--- src/rtl/chg_det_pkg.sv ---
// Package: shared state encodings for the change sequence detector.
// Assumes: both machines are small enough that binary encoding is adequate.
package chg_det_pkg;

    localparam int unsigned MOORE_STATES = 5;
    localparam int unsigned MOORE_W      = $clog2(MOORE_STATES);
    localparam int unsigned MEALY_STATES = 3;
    localparam int unsigned MEALY_W      = $clog2(MEALY_STATES);

    // Moore states: IDLE has no history, LOW/HIGH hold a level,
    // RISE/FALL mean the last two samples were 01 / 10.
    typedef enum logic [MOORE_W-1:0] {
        ST_IDLE = 3'd0,
        ST_LOW  = 3'd1,
        ST_HIGH = 3'd2,
        ST_RISE = 3'd3,
        ST_FALL = 3'd4
    } moore_st_t;

    // Mealy states only remember the last sample, if any.
    typedef enum logic [MEALY_W-1:0] {
        MS_IDLE = 2'd0,
        MS_LOW  = 2'd1,
        MS_HIGH = 2'd2
    } mealy_st_t;

endpackage

--- src/rtl/chg_moore_core.sv ---
// Module: chg_moore_core
// Five-state Moore machine that flags a change between consecutive samples.
// The flag is decoded from the state alone, so it moves only after a clock edge.
// Assumes: din is synchronous to clk; rst_n is synchronous, active low.
module chg_moore_core
    import chg_det_pkg::*;
(
    input  logic clk,
    input  logic rst_n,
    input  logic din,
    output logic det
);

    moore_st_t state_q;
    moore_st_t state_d;

    // Next-state function of the current state and the sample.
    always_comb begin
        unique case (state_q)
            ST_IDLE: state_d = din ? ST_HIGH : ST_LOW;
            ST_LOW:  state_d = din ? ST_RISE : ST_LOW;
            ST_HIGH: state_d = din ? ST_HIGH : ST_FALL;
            ST_RISE: state_d = din ? ST_HIGH : ST_FALL;
            ST_FALL: state_d = din ? ST_RISE : ST_LOW;
            default: state_d = ST_IDLE;
        endcase
    end

    // State register with synchronous reset to the idle state.
    always_ff @(posedge clk) begin
        if (!rst_n) state_q <= ST_IDLE;
        else        state_q <= state_d;
    end

    // Output decode: only the two "pair seen" states detect.
    always_comb begin
        unique case (state_q)
            ST_RISE, ST_FALL: det = 1'b1;
            default:          det = 1'b0;
        endcase
    end

    // state register never leaves the legal encodings.
    assert_state_legal_R1: assert property (@(posedge clk) disable iff (!rst_n)
        state_q inside {ST_IDLE, ST_LOW, ST_HIGH, ST_RISE, ST_FALL});

    // nothing is flagged for the first sample out of idle.
    assert_idle_quiet_R2: assert property (@(posedge clk) disable iff (!rst_n)
        (state_q == ST_IDLE) |=> !det);

    // a 1 after a held or falling 0 must be flagged.
    assert_low_to_high_R3: assert property (@(posedge clk) disable iff (!rst_n)
        ((state_q == ST_LOW || state_q == ST_FALL) && din) |=> det);

    // a 0 after a held or rising 1 must be flagged.
    assert_high_to_low_R4: assert property (@(posedge clk) disable iff (!rst_n)
        ((state_q == ST_HIGH || state_q == ST_RISE) && !din) |=> det);

endmodule

--- src/rtl/chg_mealy_core.sv ---
// Module: chg_mealy_core
// Three-state Mealy machine: remembers the last sample and flags a change
// combinationally from that memory and the live input.
// Assumes: din is synchronous to clk; rst_n is synchronous, active low.
module chg_mealy_core
    import chg_det_pkg::*;
(
    input  logic clk,
    input  logic rst_n,
    input  logic din,
    output logic det
);

    mealy_st_t state_q;

    // State register: record the level just sampled.
    always_ff @(posedge clk) begin
        if (!rst_n) state_q <= MS_IDLE;
        else        state_q <= din ? MS_HIGH : MS_LOW;
    end

    // Arc output: a change relative to the stored level, never from idle.
    always_comb begin
        unique case (state_q)
            MS_LOW:  det = din;
            MS_HIGH: det = !din;
            default: det = 1'b0;
        endcase
    end

    // the reset arc carries no detection.
    assert_mealy_idle_R7: assert property (@(posedge clk) disable iff (!rst_n)
        (state_q == MS_IDLE) |-> !det);

endmodule

--- src/rtl/chg_seq_detect.sv ---
// Module: chg_seq_detect (top)
// Serial detector flagging any 01 or 10 pair on din. The Moore flag is always
// present; the Mealy flag is built only when HAS_MEALY is set, else tied to 0.
// Assumes: din is synchronous to clk; rst_n is synchronous, active low.
module chg_seq_detect #(
    parameter bit HAS_MEALY = 1'b1
) (
    input  logic clk,
    input  logic rst_n,
    input  logic din,
    output logic moore_det,
    output logic mealy_det
);

    // Moore detector: registered-state flag.
    chg_moore_core u_moore (
        .clk   (clk),
        .rst_n (rst_n),
        .din   (din),
        .det   (moore_det)
    );

    // Optional Mealy detector, chosen by parameter.
    generate
        if (HAS_MEALY) begin : g_mealy
            chg_mealy_core u_mealy (
                .clk   (clk),
                .rst_n (rst_n),
                .din   (din),
                .det   (mealy_det)
            );

            // the Mealy flag before an edge predicts the Moore flag after it.
            assert_mealy_leads_R8: assert property (@(posedge clk) disable iff (!rst_n)
                mealy_det |=> moore_det);
            assert_mealy_quiet_R8: assert property (@(posedge clk) disable iff (!rst_n)
                !mealy_det |=> !moore_det);
        end else begin : g_no_mealy
            assign mealy_det = 1'b0;
        end
    endgenerate

endmodule

--- config.mk ---
export PLATFORM = sky130hd
export DESIGN_NAME = chg_seq_detect
export DESIGN_NICKNAME = d
export VERILOG_FILES = /design/src/rtl/chg_det_pkg.sv /design/src/rtl/chg_moore_core.sv /design/src/rtl/chg_mealy_core.sv /design/src/rtl/chg_seq_detect.sv
export SDC_FILE = /design/constraint.sdc
export NUM_CORES = 1
export LEC_CHECK = 0
export ABC_AREA = 1
export ABC_CLOCK_PERIOD_IN_PS = 1100
export BUFFER_PORTS_ARGS = -buffer_cell sky130_fd_sc_hd__buf_2
export CAP_MARGIN = 20
export CORE_AREA = 2 2 39 41
export DETAILED_ROUTE_END_ITERATION = 8
export DIE_AREA = 0 0 41 43
export PLACE_DENSITY = 0.43
export SKIP_CTS_REPAIR_TIMING = 1
export SLEW_MARGIN = 20
export SYNTH_ARGS = -nofsm -noshare
export SYNTH_HDL_FRONTEND = slang
export SYNTH_HIERARCHICAL = 1
export SYNTH_SLANG_ARGS = --single-unit
--- constraint.sdc ---
create_clock -name clk -period 1.1 [get_ports clk]
set_input_delay 0.11 -clock clk [delete_from_list [all_inputs] [get_ports clk]]
set_output_delay 0.11 -clock clk [all_outputs]
set_load 0.01 [all_outputs]
After elaboration in Yosys (flattened, before gate mapping)
Cells that the tools add are included.
{ "word_totals": {"reg_bits": 5, "inputBits": 3, "out_inout_bits": 2, "wordCells": 20} }
{ "op_classes": {"eq_ne": 6, "n_mux": 7, "reduce_logical": 5} }
{ "op_table": {"columns": ["operator", "count"], "rows": [
  ["$pmux W3 S3", 1],
  ["$eq A3 B2 Y1 const B", 2],
  ["$mux W2", 3],
  ["$reduce_or A2 Y1", 3],
  ["$eq A3 B1 Y1 const B", 1],
  ["$eq A3 B3 Y1 const B", 1],
  ["$logic_not A3 Y1", 1],
  ["$mux W3", 1],
  ["$eq A2 B1 Y1 const B", 1],
  ["$eq A2 B2 Y1 const B", 1],
  ["$pmux W1 S2", 1],
  ["$logic_not A1 Y1", 1],
  ["$mux W1", 1]
]} }

Logic depth before layout (Yosys ltp)
{ "depth": {"ltp_word": 3, "mapped_depth": 4, "mapped_depth_nobuf": 4} }

Cells and area by module
Netlist, hierarchy kept.
{ "modules_own_cells": {"columns": ["mod", "instances", "cells_each", "area_per_inst_um2", "seq_area_each_um2"], "rows": [
  ["chg_moore_core", 1, 20, 130.1, 60.1],
  ["chg_mealy_core", 1, 12, 85.1, 40.0]
]} }

Least setup slack after synthesis
Ideal clock, no wire load.
{ "synth_path": {"path_type": "reg-to-output", "startpoint": "register u_moore.state_q[2]", "endpoint": "output port moore_det", "arrival_time_ps": 624, "required_time_ps": 990, "setup_slack_ps": 366, "path_stages_with_launch": 4, "n_path_buf": 0, "cell_sequence": "dfxtp_1 -> nand2_1 -> nand2_1 -> nor2_1"} }
{ "synth_between": {"elab_chain_len": 3, "word_cells_on_any_way": 4, "classes_between": "eq/ne: 2; mux: 1; reduce/logical: 1"} }
{ "synth_rtl": {"columns": ["element", "line", "rtl"], "rows": [
  ["from (decl)", "chg_moore_core.sv:14", "moore_st_t state_q;"],
  ["from (signal assigned)", "chg_moore_core.sv:32", "else state_q <= state_d;"],
  ["$eq A3 B2 Y1 or $eq A3 B3 Y1 (tied branches)", "chg_moore_core.sv:37", "unique case (state_q)"],
  ["$reduce_or A2 Y1 (*)", "chg_moore_core.sv:37", null],
  ["$mux W1 (*)", "chg_moore_core.sv:37", null],
  ["to (decl)", "chg_seq_detect.sv:11", "output logic moore_det,"]
]} }
Mark *: on every way between the ends. The rest lies on a longest branch, timed or not.

Final worst setup path
Same ends and word-level chain as after synthesis.

==> impl_metrics.tcl <==
set metrics [dict create \
    diodes 0 \
    fin_ws_ns 0.0838 \
    syn_area_per_cell_um2 6.73 \
    grt_max_degree 8 \
    grt_pass1_wl_um 600 \
    htreeDepth 1 \
    tightest_slew_ns 0.146 \
    fin_skew_ns 0.00498 \
    num_rows 14 \
    dieWidth_um 41 \
    crit_arrival_ns 0.91 \
    final_common_cell "inv_1" \
    max_slew_margin 0.902 \
    utilization 0.212 \
    min_path_type "primary input to flip-flop" \
    rsz0062_at_grt "false" \
    post-route-period-util 0.924 \
    grt_pass1_vias 166 \
    p_per_area_mw_per_mm2 1510 \
    layout_common_cells "inv_1, nand2_1, nor2_1, buf_2" \
    report.final.slew_viol_count 0 \
    netlist.area_leader.share 0.465 \
    yosys.area.top_type "dfxtp_1" \
    routabilityCongestion 0.618 \
    cp_max_fo 5 \
    cts.clk_slew.worst_paths_ns 0.04 \
    drive_above_1_share 0.350 \
    wire_per_inst_um 6.54 \
    synth_fp_nets 35 \
    run_status "finished, final reports clean" \
    clockBufferDepth 2 \
    start_util 0.156 \
    dr.first_iter.drc_count 3 \
    fin_nets 44 \
    avgViaCountPerCell 3.36 \
    cp-end-kind "output port" \
    cts_tree "done" \
    synthTopCellsByArea "dfxtp_1, inv_1, nand2_1" \
    syn_inst 32 \
    path_class "flip-flop to output port" \
    dr.pass1.iters 4 \
    ant_nets 0 \
    synth_seq_cells 5 \
    timing.hold.ws_ns 0.116 \
    dp_hpwl_um 276 \
    setup_viol 0 \
    cts-root-buf "clkbuf_4" \
    critPathLaunchType "flip-flop" \
    syn-cell-area_um2 215 \
    clk_latency_ns 0.24 \
    totalNegativeSetupSlack_ns 0 \
    cts-buffers-inserted 3 \
    track_usage 0.0544 \
    routed_wl_um 366 \
    fp.coreArea_mm2 0.00138 \
    vdd.ir_drop.worst_mv 0.848 \
    numPortBuffers 4 \
    p_total_mw 0.444 \
    ios 5 \
    required_ns 0.99 \
    dp_slack_ns 0.266 \
    area_delta_synth_final_pct 36.6 \
    yosys_warnings 6 \
    gr-total-overflow 0 \
    post_synth_num_cell_types 9 \
    die_h_um 43 \
    hold_viol_final 0 \
    ys_seq_area_frac 0.465 \
    max_freq_ghz 0.984 \
    clock_sinks 5 \
    dieArea_mm2 0.00176 \
    p_leak_nw 0.156 \
    antenna_found_initial 0 \
    num_vias 188 \
    drc 0 \
    min_period_ns 1.02 \
    cap_viol_max_count 0 \
]
[path summary, 6_finish.rpt]
| path | startpoint | depth (start not counted) | slack, ns | to |
|---|---|---|---|---|
| worst max-delay path | u_moore/state_q[2]$_SDFF_PN0_ | 4 | 0.08 | moore_det |
| worst min-delay path | din | 2 | 0.12 | g_mealy.u_mealy/state_q[0]$_SDFF_PN0_ |
| worst max register to register | u_moore/state_q[2]$_SDFF_PN0_ | 4 | 0.41 | u_moore/state_q[0]$_SDFF_PN0_ |
| worst min register to register | u_moore/state_q[1]$_SDFF_PN0_ | 2 | 0.46 | u_moore/state_q[2]$_SDFF_PN0_ |
[report_power, final]
part           internal (mW)  leakage (nW)  total (mW)  switching [mW]
clock network          0.137        0.0150       0.206          0.0694
logic                 0.0166        0.0983      0.0386          0.0220
registers              0.191        0.0425       0.199         0.00867
[critical path, stage by stage, from the launching register on]
cell	delay, ns
dfxtp_4	0.35
nand2_2	0.07
nand2_2	0.05
nor2_1	0.07
buf_2	0.13
[state kept, by name (all words and copies together), names as in the netlist]
register	count
g_mealy.u_mealy/state_q	2
u_moore/state_q	3
[through the flow]
stage / cell area [µm²] / std cells
3_5_place_dp: 255 / 52
2_1_floorplan: 215 / 32
4_1_cts: 282 / 56
3_3_place_gp: 255 / 52
5_1_grt: 294 / 56
6_report: 294 / 56
[cells by family (layout without fill, tap and decap cells)]
| group | count (synthesis) | count (layout) | synth area share |
|---|---|---|---|
| compound gates | 1 | 1 | 0.0232 |
| flops | 5 | 5 | 0.465 |
| buf+inv | 9 | 17 | 0.157 |
| simple gates | 17 | 17 | 0.355 |
[final cells by class]
| type | instances | area [µm²] |
|---|---|---|
| tap | 16 | 20.0 |
| fill | 155 | 1090 |
| clock buffer | 4 | 26.3 |
| sequential | 5 | 105 |
| inverter | 9 | 33.8 |
| multi-input combinational | 18 | 88.8 |
| timing repair buffer | 4 | 20.0 |
[synthesized netlist by cell type]
cell type and instances:
a21oi_1 1, dfxtp_1 5, inv_1 9, nand2_1 8, nand3_1 2, nand3_2 1, nor2_1 4, nor2_2 1
nor3_1 1
[routing by layer]
metal / global-route usage / vias up / part of all wire
li1: - / 107 / -
met5: 0 / - / 0
met1: 0.0584 / 77 / 0.50
met2: 0.0656 / 4 / 0.42
met3: 0.0628 / 0 / 0.077
met4: 0.0200 / 0 / 0
Power figures use the tool's default switching activity.
